[config.mk]
export PLATFORM = sky130hd
export DESIGN_NAME = cordic_rot_pipe
export DESIGN_NICKNAME = d
export VERILOG_FILES = /design/src/rtl/cordic_rot_pipe.sv
export SDC_FILE = /design/constraint.sdc
export NUM_CORES = 1
export LEC_CHECK = 0
export BUFFER_PORTS_ARGS = -buffer_cell sky130_fd_sc_hd__buf_2
export CORE_ASPECT_RATIO = 1.5
export CORE_UTILIZATION = 30
export DETAILED_ROUTE_END_ITERATION = 10
export GPL_ROUTABILITY_DRIVEN = 0
export PLACE_DENSITY = 0.42
export SLEW_MARGIN = 20
export SYNTH_ARGS = -nofsm -noshare
export SYNTH_HDL_FRONTEND = slang
export SYNTH_SLANG_ARGS = --single-unit
[constraint.sdc]
create_clock -name clk -period 2.87 [get_ports clk]
set_input_delay 0.287 -clock clk [delete_from_list [all_inputs] [get_ports clk]]
set_output_delay 0.287 -clock clk [all_outputs]
set_load 0.1 [all_outputs]
[src/rtl/cordic_rot_pipe.sv]
module cordic_rot_pipe #(
  parameter int IN_W    = 8,
  parameter int DP_W    = 12,
  parameter int ITER    = 8,
  parameter int FRAC    = 2,
  parameter int SCALE_N = 6
) (
  input  logic                   clk,
  input  logic                   rst,
  input  logic                   in_valid,
  input  logic                   in_mode,
  input  logic [ITER-1:0]        in_dir,
  input  logic signed [IN_W-1:0] in_x,
  input  logic signed [IN_W-1:0] in_y,
  output logic                   out_valid,
  output logic signed [IN_W-1:0] out_x,
  output logic signed [IN_W-1:0] out_y
);
  localparam int DEPTH = ITER + SCALE_N;
  localparam int OMAX  = 2**(IN_W-1) - 1;
  localparam int OMIN  = -(2**(IN_W-1));
  localparam int HALF  = 2**(FRAC-1);

  typedef logic signed [DP_W-1:0] dp_t;
  typedef logic signed [DP_W:0]   wd_t;

  function automatic int scl_shift(input int j);
    case (j)
      0: return 2;
      1: return 3;
      2: return 4;
      3: return 6;
      4: return 9;
      default: return 11;
    endcase
  endfunction

  function automatic logic signed [IN_W-1:0] clamp(input wd_t v);
    if (v > wd_t'(OMAX)) return IN_W'(OMAX);
    if (v < wd_t'(OMIN)) return IN_W'(OMIN);
    return v[IN_W-1:0];
  endfunction

  dp_t             xs [DEPTH+1];
  dp_t             ys [DEPTH+1];
  logic            vs [DEPTH+1];
  logic            ms [ITER];
  logic [ITER-1:0] ds [ITER];

  assign xs[0] = dp_t'(in_x) <<< FRAC;
  assign ys[0] = dp_t'(in_y) <<< FRAC;
  assign vs[0] = in_valid;
  assign ms[0] = in_mode;
  assign ds[0] = in_dir;

  for (genvar k = 0; k < ITER; k++) begin : g_rot
    dp_t  xr, yr;
    logic vr;
    logic flip;
    dp_t  xq, yq;

    assign flip = ms[k] ^ ds[k][k];
    assign xq   = xs[k] >>> k;
    assign yq   = ys[k] >>> k;

    always_ff @(posedge clk) begin
      vr <= rst ? 1'b0 : vs[k];
      xr <= flip ? xs[k] - yq : xs[k] + yq;
      yr <= ~flip ? ys[k] - xq : ys[k] + xq;
    end

    assign xs[k+1] = xr;
    assign ys[k+1] = yr;
    assign vs[k+1] = vr;

    if (k < ITER-1) begin : g_ctl
      logic            mr;
      logic [ITER-1:0] dr;
      always_ff @(posedge clk) begin
        mr <= ms[k];
        dr <= ds[k];
      end
      assign ms[k+1] = mr;
      assign ds[k+1] = dr;
    end

    p_zero_stays_r9: assert property (@(posedge clk) disable iff (rst)
      (xs[k] == '0 && ys[k] == '0) |=> (xs[k+1] == '0 && ys[k+1] == '0));
  end

  for (genvar j = 0; j < SCALE_N; j++) begin : g_scl
    localparam int  SH  = scl_shift(j);
    localparam bit  SUB = (j < 4);
    localparam int  IX  = ITER + j;
    dp_t  xr, yr;
    logic vr;
    dp_t  xq, yq;

    assign xq = xs[IX] >>> SH;
    assign yq = ys[IX] >>> SH;

    always_ff @(posedge clk) begin
      vr <= rst ? 1'b0 : vs[IX];
      xr <= SUB ? xs[IX] - xq : xs[IX] + xq;
      yr <= SUB ? ys[IX] - yq : ys[IX] + yq;
    end

    assign xs[IX+1] = xr;
    assign ys[IX+1] = yr;
    assign vs[IX+1] = vr;

    p_sign_nonneg_r6: assert property (@(posedge clk) disable iff (rst)
      (xs[IX] >= 0) |=> (xs[IX+1] >= 0));
    p_sign_nonpos_r6: assert property (@(posedge clk) disable iff (rst)
      (ys[IX] <= 0) |=> (ys[IX+1] <= 0));
  end

  wd_t rx, ry;
  assign rx = (wd_t'(xs[DEPTH]) + wd_t'(HALF)) >>> FRAC;
  assign ry = (wd_t'(ys[DEPTH]) + wd_t'(HALF)) >>> FRAC;

  assign out_valid = vs[DEPTH];
  assign out_x     = clamp(rx);
  assign out_y     = clamp(ry);

  p_flush_r1: assert property (@(posedge clk) disable iff (rst)
    $fell(rst) |-> !out_valid);
  p_sat_hi_r8: assert property (@(posedge clk) disable iff (rst)
    (rx > wd_t'(OMAX)) |-> (out_x == IN_W'(OMAX)));
  p_sat_lo_r8: assert property (@(posedge clk) disable iff (rst)
    (ry < wd_t'(OMIN)) |-> (out_y == IN_W'(OMIN)));
endmodule

==> flow_results.org <==
** Critical path
- Crit path capture type :: flop
- Worst-path fanout max :: 10
- STA classifies the critical path startpoint as a flop.
- The worst setup path is of the flop to flop kind.
- The startpoint identified for the worst register-to-register timing path is g_rot[4].g_ctl.mr$_DFF_P_.
- Worst R2R Path Depth :: 10
- Data on the critical path is required at its endpoint by 3.33 ns.
- STA puts the critical path data arrival time at between 3 and 4 ns.
- The kind of cell with the highest combined delay along the critical path is compound AO/OA/AOI/OAI gates.
- The largest individual stage delay along the critical path comes from the cell sky130_fd_sc_hd__mux2_2.
- The number of buffers and inverters on the critical path is 1.
- Capturing point of the worst reg2reg path :: g_rot[5].yr[11]$_DFF_P_
- Sequence of cells on the critical path :: xor2_1 -> buf_4 -> mux2_2 -> ha_1 -> a211o_1 -> a21boi_1 -> o31ai_1 -> and3_1 -> a311oi_1 -> xnor2_1
- Slack of the worst reg-to-reg path :: 0.16 ns
- Delay of the slowest critical-path stage :: 0.38 ns

** Cells and area
- Counting the fill cells in the layout gives about 8000.
- Summing all multi-input logic gate instances after layout gives 0.0151 mm^2.
- Leaving out filler cells and counting taps, the final layout contains 3766.
- Number of antenna cells inserted :: 0
- Summing all non-filler instances in the final layout gives an area of 0.0268 mm^2.
- P&R area growth vs syn :: 14.3%
- The post-route netlist has 7.56% of its cells at a drive strength greater than 1.
- At the end of the flow, the number of nets in the layout was slightly above 3000.
- Footprint of the flip-flops and latches :: approximately 0.0075 mm^2

** Synthesis
- Largest cells by area after synthesis :: sky130_fd_sc_hd__dfxtp_1 32%, sky130_fd_sc_hd__ha_1 18%, sky130_fd_sc_hd__xnor2_1 8.0%, sky130_fd_sc_hd__xor2_1 4.7%, sky130_fd_sc_hd__a21oi_1 4.4%
- Averaged over all synthesized cells, the footprint is 8.95 um^2.
- For this run, asynchronously set or reset flops after synthesis account for 0%.
- The synthesized design spends more area on one cell type than any other, namely sky130_fd_sc_hd__dfxtp_1.
- Sequential elements use 31.9% of the synthesized area.
- Number of flip-flops and latches in the synthesized netlist :: around 370
- Most numerous cell in the Yosys netlist :: sky130_fd_sc_hd__dfxtp_1
- The synthesized design devotes to its leading area cell type 31.9% of total area.
- In the synthesized netlist the dominant register cell turns out to be sky130_fd_sc_hd__dfxtp_1.
- Syn nets :: 3009
- Synthesis instantiated 75 different standard cells from the library.
- Top post-synthesis cells by count :: 373 x sky130_fd_sc_hd__dfxtp_1, 335 x sky130_fd_sc_hd__ha_1, 222 x sky130_fd_sc_hd__inv_1
- Cell Area, Synth :: 0.0234 mm^2
- Number of warnings reported in the yosys synthesis log :: 0
- The cell count after synthesis came out at 2618.
- Number of synthesized flops with an enable pin :: 0

** Global routing
- Antenna violations before repair :: 0
- Global-route wire length before repair :: 88.3 mm
- Aggregate global-route resource usage :: around 14%
- Entering global routing, the biggest net connects 23 pins.
- Total gr overflow :: 0
- The number of global-route vias before repair is between 15000 and 20000.

** Clock network
- H-tree Lvls :: 2
- Worst skew pair latency :: 0.57 ns
- Counting along the longest clock path gives a buffer depth of 3.
- Clock tree from TritonCTS :: built
- Counting every sink on the clock net gives ~370.
- Clock-pin slew was measured on the worst setup and hold paths at 0.06 ns.
- CTS Buf Count :: 41
- The tree is rooted in a sky130_fd_sc_hd__clkbuf_16.

** Placement
- In this run the cell area measured after placement is 0.0251 mm^2.
- Input and output buffers added on the ports amount to 44.
- At the placement stage, the worst setup path has a slack of around 0.085 ns.
- The HPWL after detailed placement is between 40 and 50 mm.
- Count of placed standard cells including taps :: roughly 3700

** Timing
- The smallest clock period supported by the final layout is computed as about 2.7 ns.
- Final setup viols :: 0
- Ratio of final minimum period to clock period :: 94.4%
- At the pin with the least slew margin, the transition time is 0.729 ns.
- In the post-route analysis, the smallest setup slack over all paths is 0.161 ns.
- The final count of hold timing violations is 0.
- Worst-case headroom to the max-slew limit :: between 50% and 60%
- Count of pins over their slew limit :: 0
- Based on the critical path, the design can be clocked at up to between 300 and 400 MHz.
- Worst Skew :: between 0.01 and 0.015 ns
- Setup repair after global routing could not meet its margin everywhere.
- For the final routed database, the setup TNS stands at 0 ns.

** Die
- Initial standard-cell utilization of the core :: 30.3%
- 45 I/O pins were placed.
- Std-Cell Core Area :: 0.0774 mm^2
- The floorplan step set the die width to 230 um.
- Number of standard-cell rows in the floorplan :: about 130
- The die covers 0.0792 mm^2.
- Vert. Die Dim :: between 300 and 400 um

** Detailed routing
- The first TritonRoute pass finished after 5 iterations.
- Routed wirelength normalized by instance count :: around 14 um
- Routed vias :: 17800
- Detailed-route vias per instance :: 4.72
- Total detailed-routing wirelength :: 54.2 mm
- For this block, the initial DRC count from the detailed router was 738.
- Antenna-violating nets left :: 0
- DRC errors left :: 0

** Hold path
- The path with the worst hold slack has its endpoint at g_rot[5].vr$_SDFF_PP0_.
- The worst hold path begins at rst.
- Number of cells on the worst hold path :: 2
- In this run the worst hold path is classified as input pin to flop.

** Run
- Max-cap violations :: 0

** Status
- The run finished with clean final reports.
-- worst max path at each step --
| stage | start | endpoint | slack, ns | depth (start not counted) |
|---|---|---|---|---|
| 2_1_floorplan | g_scl[5].xr[1]$_DFF_P_ | out_x[1] | -0.27 | 8 |
| 3_3_place_gp | g_rot[3].g_ctl.mr$_DFF_P_ | g_rot[4].yr[11]$_DFF_P_ | 0.09 | 11 |
| 3_5_place_dp | g_rot[3].xr[4]$_DFF_P_ | g_rot[4].yr[10]$_DFF_P_ | 0.09 | 10 |
| 4_1_cts | g_scl[5].xr[1]$_DFF_P_ | out_x[1] | 0.04 | 8 |
| 5_1_grt | g_scl[5].xr[3]$_DFF_P_ | out_x[5] | -0.04 | 7 |
| 6_report | g_rot[4].g_ctl.mr$_DFF_P_ | g_rot[5].yr[11]$_DFF_P_ | 0.16 | 10 |
-- kinds of logic (layout without fill, tap and decap cells) --
group	count (synthesis)	count (layout)	synth area share [%]
AO/OA/AOI/OAI	601	601	15.7
XOR/XNOR	344	344	13.0
adder cells (fa/ha/maj)	363	363	20.3
buffers and inverters	256	388	4.13
flip-flops	373	373	31.9
multiplexers	29	29	1.35
AND/OR/NAND/NOR	652	652	13.6
-- cell usage in the layout (no fill, tap or decap), types with 7 or more instances in the layout --
cell / netlist / final
sky130_fd_sc_hd__dfxtp_1: 373 / 371
sky130_fd_sc_hd__ha_1: 335 / 335
sky130_fd_sc_hd__inv_1: 222 / 222
sky130_fd_sc_hd__xnor2_1: 215 / 214
sky130_fd_sc_hd__a21oi_1: 207 / 199
sky130_fd_sc_hd__nor2_1: 197 / 195
sky130_fd_sc_hd__nand2_1: 138 / 138
sky130_fd_sc_hd__xor2_1: 125 / 124
sky130_fd_sc_hd__nor2b_1: 92 / 92
sky130_fd_sc_hd__o21ai_1: 73 / 75
sky130_fd_sc_hd__o21ai_0: 75 / 73
sky130_fd_sc_hd__nor3_1: 60 / 59
sky130_fd_sc_hd__a21o_1: 51 / 51
sky130_fd_sc_hd__clkbuf_16: 0 / 43
sky130_fd_sc_hd__buf_4: 0 / 40
sky130_fd_sc_hd__nand3_1: 35 / 34
sky130_fd_sc_hd__a31oi_1: 31 / 31
sky130_fd_sc_hd__nand2b_1: 31 / 31
sky130_fd_sc_hd__buf_2: 6 / 30
sky130_fd_sc_hd__o21a_1: 29 / 29
sky130_fd_sc_hd__fa_1: 28 / 28
sky130_fd_sc_hd__a211oi_1: 29 / 26
sky130_fd_sc_hd__nand4_1: 17 / 17
sky130_fd_sc_hd__o21bai_1: 17 / 17
sky130_fd_sc_hd__mux2i_1: 17 / 17
sky130_fd_sc_hd__a21boi_1: 14 / 15
sky130_fd_sc_hd__nor4_1: 16 / 14
sky130_fd_sc_hd__or3_1: 13 / 13
sky130_fd_sc_hd__o31ai_1: 11 / 11
sky130_fd_sc_hd__or2_2: 11 / 11
sky130_fd_sc_hd__nand3b_1: 11 / 11
sky130_fd_sc_hd__clkbuf_8: 0 / 11
sky130_fd_sc_hd__buf_6: 0 / 11
sky130_fd_sc_hd__o221ai_1: 10 / 10
sky130_fd_sc_hd__mux2_2: 10 / 10
sky130_fd_sc_hd__dlygate4sd3_1: 0 / 10
sky130_fd_sc_hd__and3_1: 9 / 9
sky130_fd_sc_hd__a21oi_2: 1 / 9
sky130_fd_sc_hd__clkbuf_1: 23 / 9
sky130_fd_sc_hd__o211ai_1: 7 / 7
-- through the flow --
stage / utilization [%] / hold WS (ns)
after detailed placement: 32.4 / 0.312
after floorplan: - / 0.310
after CTS: 34.4 / 0.00934
final: 34.6 / 0.0551
after global placement: 32.4 / 0.311
after global routing: 34.6 / 0.0404
-- final cells by class --
type / count / area share [%]
tap: 1016 / 4.75
clock inverter: 11 / 0.458
inverter: 222 / 3.11
multi-input combinational: 1989 / 56.5
sequential: 373 / 27.9
timing repair buffer: 92 / 2.59
clock buffer: 63 / 4.71
-- state kept, by name (all words and copies together) (netlist names) --
name	flops
g_scl.vr	5
g_rot.g_ctl.mr	7
g_rot.yr	91
g_rot.vr	8
out_valid	1
g_scl.xr	71
g_scl.yr	71
g_rot.g_ctl.dr	28
g_rot.xr	91
-- what timing repair did --
action	in CTS	in global routing
pin swaps	1	2
hold buffers	10	0
setup endpoints to repair	14	26
hold endpoints to repair	10	0
setup buffers	0	0
gates resized for setup	19	30
-- routing by layer --
layer / vias to the layer above / track usage [%] / share of wire, %
li1: 9258 / - / -
met1: 8194 / 13.9 / 39
met2: 202 / 27.2 / 54
met3: 108 / 1.93 / 2.3
met4: 0 / 6.54 / 4.5
met5: - / 0 / 0
Power is left out: the tool's default activity adds up to more than one toggle a clock period on the data nets, which glitch-free logic cannot reach.
